## src/rtl/lcd_row_scan_pkg.sv

```systemverilog
package lcd_row_scan_pkg;

  // Interlaced successor of row r for a scan of n rows
  function automatic int next_row(input int r, input int n);
    if (r % 2 == 0) begin
      if (r + 2 < n) return r + 2;
      return (n > 1) ? 1 : 0;
    end
    if (r + 2 < n) return r + 2;
    return 0;
  endfunction

  // Out-of-range rate falls back to the full panel
  function automatic int clamp_rate(input int m, input int max_rows);
    if (m == 0 || m > max_rows) return max_rows;
    return m;
  endfunction

endpackage

```

## src/rtl/lcd_rst_sync.sv

```systemverilog
module lcd_rst_sync #(
  parameter int STAGES = 2
) (
  input  logic clk,
  input  logic raw_i,
  output logic rst_o
);
  logic [STAGES-1:0] sh_q;

  always_ff @(posedge clk or posedge raw_i) begin
    if (raw_i) sh_q <= '1;
    else       sh_q <= {sh_q[STAGES-2:0], 1'b0};
  end

  assign rst_o = sh_q[STAGES-1];
endmodule

```

## src/rtl/lcd_scan_ctrl.sv

```systemverilog
module lcd_scan_ctrl
  import lcd_row_scan_pkg::*;
#(
  parameter int MAX_ROWS = 34,
  localparam int IDX_W = $clog2(MAX_ROWS),
  localparam int CNT_W = $clog2(MAX_ROWS + 1)
) (
  input  logic             clk,
  input  logic             rst,
  input  logic             pd_i,
  input  logic             row_tick_i,
  input  logic [CNT_W-1:0] mux_rate_i,
  output logic [IDX_W-1:0] fetch_o,
  output logic             adv_o
);
  logic [IDX_W-1:0] fetch_q;
  logic [CNT_W-1:0] rate_q;
  logic [IDX_W-1:0] nxt;
  logic [CNT_W-1:0] rate_new;

  always_comb begin
    nxt      = IDX_W'(next_row(int'(fetch_q), int'(rate_q)));
    rate_new = CNT_W'(clamp_rate(int'(mux_rate_i), MAX_ROWS));
  end

  assign adv_o = row_tick_i && !pd_i && !rst;

  always_ff @(posedge clk) begin
    if (rst || pd_i) begin
      fetch_q <= '0;
      rate_q  <= rate_new;
    end else if (row_tick_i) begin
      fetch_q <= nxt;
      if (nxt == '0) rate_q <= rate_new;
    end
  end

  assign fetch_o = fetch_q;

  AST_FETCH_IN_RANGE: assert property (@(posedge clk) disable iff (rst)
    CNT_W'(fetch_q) < rate_q) else $error("fetch out of range");
  AST_RATE_NONZERO: assert property (@(posedge clk) disable iff (rst)
    rate_q != '0 && rate_q <= CNT_W'(MAX_ROWS)) else $error("rate bad");
  AST_RATE_FRAME_ONLY: assert property (@(posedge clk) disable iff (rst)
    (!pd_i && !(row_tick_i && nxt == '0)) |=> $stable(rate_q)) else $error("rate changed mid-frame");
endmodule

```

## src/rtl/lcd_row_drive.sv

```systemverilog
module lcd_row_drive #(
  parameter int MAX_ROWS = 34,
  parameter int COLS     = 128,
  localparam int IDX_W = $clog2(MAX_ROWS)
) (
  input  logic                clk,
  input  logic                rst,
  input  logic                pd_i,
  input  logic                adv_i,
  input  logic [IDX_W-1:0]    fetch_i,
  input  logic [COLS-1:0]     col_data_i,
  output logic [MAX_ROWS-1:0] row_sel_o,
  output logic [IDX_W-1:0]    row_idx_o,
  output logic [COLS-1:0]     col_o,
  output logic                frame_o
);
  logic             act_q;
  logic [IDX_W-1:0] idx_q;
  logic [COLS-1:0]  col_q;
  logic             frame_q;

  always_ff @(posedge clk) begin
    if (rst || pd_i) begin
      act_q   <= 1'b0;
      idx_q   <= '0;
      col_q   <= '0;
      frame_q <= 1'b0;
    end else begin
      frame_q <= adv_i && (fetch_i == '0);
      if (adv_i) begin
        act_q <= 1'b1;
        idx_q <= fetch_i;
        col_q <= col_data_i;
      end
    end
  end

  for (genvar g = 0; g < MAX_ROWS; g++) begin : g_row
    logic sel_q;
    always_ff @(posedge clk) begin
      if (rst || pd_i)  sel_q <= 1'b0;
      else if (adv_i)   sel_q <= (fetch_i == IDX_W'(g));
    end
    assign row_sel_o[g] = sel_q;
  end

  assign row_idx_o = idx_q;
  assign col_o     = col_q;
  assign frame_o   = frame_q;

  AST_ONEHOT_ROW: assert property (@(posedge clk) disable iff (rst)
    act_q |-> $onehot(row_sel_o)) else $error("row vector not one-hot");
  AST_IDLE_BLANK: assert property (@(posedge clk) disable iff (rst)
    !act_q |-> (row_sel_o == '0 && col_q == '0)) else $error("idle not blank");
  AST_PD_QUIET: assert property (@(posedge clk) disable iff (rst)
    pd_i |=> (row_sel_o == '0 && !frame_q && col_q == '0)) else $error("power-down not quiet");
  AST_HOLD: assert property (@(posedge clk) disable iff (rst)
    (!adv_i && !pd_i) |=> ($stable(idx_q) && $stable(row_sel_o) && $stable(col_q))) else $error("drift");
endmodule

```

## src/rtl/lcd_row_scan.sv

```systemverilog
module lcd_row_scan #(
  parameter int MAX_ROWS = 34,
  parameter int COLS     = 128,
  localparam int IDX_W = $clog2(MAX_ROWS),
  localparam int CNT_W = $clog2(MAX_ROWS + 1)
) (
  input  logic                clk,
  input  logic                por_i,
  input  logic                ext_rst_i,
  input  logic                rst_sel_i,
  input  logic                pd_i,
  input  logic                row_tick_i,
  input  logic [CNT_W-1:0]    mux_rate_i,
  input  logic [COLS-1:0]     col_data_i,
  output logic [IDX_W-1:0]    fetch_addr_o,
  output logic [MAX_ROWS-1:0] row_sel_o,
  output logic [IDX_W-1:0]    row_idx_o,
  output logic [COLS-1:0]     col_o,
  output logic                frame_o
);
  logic raw_rst;
  logic rst;
  logic adv;

  assign raw_rst = rst_sel_i ? ext_rst_i : por_i;

  lcd_rst_sync #(.STAGES(2)) u_rst (
    .clk(clk), .raw_i(raw_rst), .rst_o(rst)
  );

  lcd_scan_ctrl #(.MAX_ROWS(MAX_ROWS)) u_ctrl (
    .clk(clk), .rst(rst), .pd_i(pd_i), .row_tick_i(row_tick_i),
    .mux_rate_i(mux_rate_i), .fetch_o(fetch_addr_o), .adv_o(adv)
  );

  lcd_row_drive #(.MAX_ROWS(MAX_ROWS), .COLS(COLS)) u_drive (
    .clk(clk), .rst(rst), .pd_i(pd_i), .adv_i(adv), .fetch_i(fetch_addr_o),
    .col_data_i(col_data_i), .row_sel_o(row_sel_o), .row_idx_o(row_idx_o),
    .col_o(col_o), .frame_o(frame_o)
  );

  AST_RST_BLANK: assert property (@(posedge clk)
    rst |=> (row_sel_o == '0 && !frame_o && fetch_addr_o == '0)) else $error("reset not blank");
  AST_FRAME_ROW0: assert property (@(posedge clk) disable iff (rst)
    frame_o |-> (row_idx_o == '0 && row_sel_o[0])) else $error("frame pulse off row 0");
endmodule

```

## config.mk

```make
export PLATFORM = sky130hd
export DESIGN_NAME = lcd_row_scan
export DESIGN_NICKNAME = d
export VERILOG_FILES = /design/src/rtl/lcd_row_scan_pkg.sv /design/src/rtl/lcd_rst_sync.sv /design/src/rtl/lcd_scan_ctrl.sv /design/src/rtl/lcd_row_drive.sv /design/src/rtl/lcd_row_scan.sv
export SDC_FILE = /design/constraint.sdc
export NUM_CORES = 1
export LEC_CHECK = 0
export ABC_AREA = 1
export BUFFER_PORTS_ARGS = -buffer_cell sky130_fd_sc_hd__buf_2
export CORE_MARGIN = 1.5
export CORE_UTILIZATION = 47
export DETAILED_ROUTE_END_ITERATION = 8
export GPL_TIMING_DRIVEN = 0
export PLACE_DENSITY = 0.79
export RECOVER_POWER = 50
export SLEW_MARGIN = 10
export SYNTH_ARGS = -nofsm -noshare
export SYNTH_HDL_FRONTEND = slang
export SYNTH_SLANG_ARGS = --single-unit
```

## constraint.sdc

```tcl
create_clock -name clk -period 3.1 [get_ports clk]
set_input_delay 0.62 -clock clk [delete_from_list [all_inputs] [get_ports clk]]
set_output_delay 0.62 -clock clk [all_outputs]
set_load 0.02 [all_outputs]
```

==> metrics.txt <==
status complete, no violations; DP Wirelength 15380 um; Die W 124.5 um; syn_nets between 1000 and 1500; mux share of post-synthesis cell area 0.001443; TritonCTS clock tree yes; CP endpoint u_ctrl.rate_q[2]; Congestion Overflow GR 0; required time of the critical path ~3.2 ns; Seq cells post-synth about 180; Via density approximately 4.9; number of hold buffers added after CTS 0; layout cell share with drive strength beyond 1 0.2283; Area contributors post-synth dfxtp_1, nand2_1, nor2_1; cell-internal power 3.863 mW; Clk pwr share 0.419; Slew headroom 0.5639; initial detailed-routing violation count 422; # rows 44; Antenna diodes 0; post-synthesis compound-gate area fraction 0.1436; Period minus WS final between 2 and 3 ns; largest family of logic cells by synthesized area simple AND/OR/NAND/NOR gates; Syn Inst Count between 800 and 900; Placed Cells 1374; clk buf depth 2; Mean Syn Cell Area 7.911 um2; drt wl/cell 14.41 um; sw frac 0.2550; Detail Route Antenna Nets 0; clk_lat worst skew 0.42 ns; clk_skew a little over 0.007 ns; LEAKAGE 4.076 nW; post-synth top area share 0.5050; Top FF cell, synth dfxtp_1; final instance area 9146 um2; final hold violations 0; core area 14480 um2; initial antenna violation count 0; Detailed Routing Iterations Pass 1 5; num ports 315; critical setup path kind register to register; RR Startpoint u_ctrl.fetch_o[2]; fin crit share 0.8390; commonest cells in the netlist nand2_1, nor2_1, dfxtp_1; net total in the final layout 1355; Final GP Congestion 0.8397; Total GRT Usage 0.2632; Resize count post-CTS 0; worst-margin pin slew 0.6541 ns; synthesized cell area 6938 um2; async set-or-reset flop fraction in the synthesized netlist 0.01093; Psw about 1.3 mW; Worst R2R End u_ctrl.rate_q[2]; RSZ-0062 raised after global routing false; CTS root buffer clkbuf_16; max-cap violations 0; Post-Route Setup TNS 0 ns; crit path DAT about 2.7 ns; Num CTS Buffers 17; adder-cell share of the synthesized area 0.01082; most frequent cell after synthesis nand2_1; Synth Area in Simple Gates 0.2135; Initial Util 0.4792; DIE AREA 15500 um2; PD cells 566.9 nW/um2; Yosys cell types 31; largest net degree at the start of global routing 17; Post-synth EDFFs 6; placed cell area between 8000 and 9000 um2; P&R area growth vs syn 31.83%; CP peak stage delay 0.51 ns; number of port buffers 313; Ys Warns 0; CP Capture Type register; first-pass GRT wire length between 30000 and 40000 um; Sink Count 183; Final Setup Violations 0; path depth of the worst reg2reg path 13; register area share after synthesis 0.5385; Crit. Startpoint u_ctrl.fetch_o[2]; Die Y about 120 um; Startpoint Class register; Worst Path Max Fanout 9; Finished Layout Cells 1406; xor and xnor area share after synthesis 0.002525; DR DRC count 0; Yosys top cell by area dfxtp_1; worst min path class register to register; vias in the first global route about 6600; reg2reg setup slack 0.50 ns; WL final 20260 um; fmax 384.5 MHz; register clock-pin slew on the reported worst setup and hold paths 0.06 ns; share of power burned in registers 0.479; peak supply drop 348.0 uV; post-CTS setup repair buffer count 0; Vias around 7000; combinational fraction of design power 0.102; slowest CP cell dfxtp_1; CP most frequent cell nand2_1; crit path cell chain ha_1 > nand3_1 > xor2_1 > ha_1 > nand2_1 > nand2_1 > nor2_2 > nand2_1 > nand2_1 > nand2_1 > nor2_1 > nand2_1 > nand2_1; Max Slew Vio Count 0; H-tree levels 4
[sequential cells by signal, indices dropped and copies added (netlist names)]
register	cells
u_drive.col_o	128
u_drive.g_row.sel_q	34
u_ctrl.fetch_o	6
u_ctrl.rate_q	6
u_drive.row_idx_o	6
u_rst.sh_q	2
u_drive.frame_o	1
[worst max-delay path: cells and delay by family, from the launching register on]
family	cells	cell delay, ns
XOR/XNOR	1	0.23
AND/OR/NAND/NOR	10	1.02
adder cells (fa/ha/maj)	2	0.54
flip-flops	1	0.51
[cell type report]
type | instances | area, um2
Timing Repair Buffer | 313 | 1410
Sequential cell | 183 | 3736
Tap cell | 184 | 230.2
Inverter | 28 | 105.1
Fill cell | 1379 | 5333
Multi-Input combinational cell | 576 | 2576
Clock buffer | 20 | 456.7
Buffer | 90 | 494.2
Clock inverter | 12 | 137.6
[worst min path at each step]
stage,startpoint,to,slack (ns),depth (start not counted)
3_3_place_gp,u_rst.sh_q[0],u_rst.sh_q[1],0.35,0
3_5_place_dp,u_rst.sh_q[0],u_rst.sh_q[1],0.35,0
2_1_floorplan,u_rst.sh_q[0],u_rst.sh_q[1],0.35,0
5_1_grt,u_rst.sh_q[0],u_rst.sh_q[1],0.37,0
4_1_cts,u_rst.sh_q[0],u_rst.sh_q[1],0.36,0
6_report,u_rst.sh_q[0],u_rst.sh_q[1],0.36,0
[placed cells by master (no fill, tap or decap), types with 2 or more instances in the layout]
cell	n
nor2_2	2
buf_2	202
inv_1	25
clkinv_2	2
or2_2	2
inv_6	5
nor2_1	177
a22oi_1	22
o21ai_0	75
clkinvlp_4	2
ha_1	6
clkbuf_1	163
clkbuf_16	17
nand2_1	177
buf_1	3
bufinv_16	2
a21oi_1	90
buf_4	35
inv_2	2
dfxtp_1	175
edfxtp_1	6
clkbuf_8	2
nand3_1	11
xor2_1	2
dfstp_2	2
nand4_1	4
[through the flow]
stage | worst slack (ns) | total power, mW | hold WS [ns] | utilization
after floorplan | 0.7326 | 2.846 | 0.3452 | -
after global placement | 0.5566 | 3.075 | 0.3470 | 0.6033
after detailed placement | 0.5268 | 3.084 | 0.3501 | 0.6033
after CTS | 0.5004 | 5.245 | 0.3593 | 0.6443
after global routing | 0.1944 | 5.392 | 0.3672 | 0.6317
final | 0.4991 | 5.185 | 0.3568 | 0.6317
[kinds of logic after synthesis]
group                      count (synthesis)
and+or+nand+nor                          378
other                                      1
adders and majority gates                  6
xor gates and xnor gates                   2
buffers and inverters                    118
muxes                                      1
AOI/OAI and AO/OA                        188
DFF                                      183
[routing by layer]
layer | GRT usage | wire length [um] | up-vias
met5 | 0 | 0 | -
met4 | 0.1305 | 804 | 0
met3 | 0.07302 | 1512 | 55
met2 | 0.4425 | 9763 | 306
met1 | 0.3085 | 8182 | 3082
li1 | - | - | 3466
[power by group through the flow]
stage / clock network [mW] / registers, mW / logic (mW)
3_3_place_gp: 0 / 2.53 / 0.544
3_5_place_dp: 0 / 2.53 / 0.551
4_1_cts: 2.21 / 2.48 / 0.553
6_report: 2.17 / 2.48 / 0.530
2_1_floorplan: 0 / 2.61 / 0.232
5_1_grt: 2.31 / 2.49 / 0.594
Power figures use the tool's default switching activity.
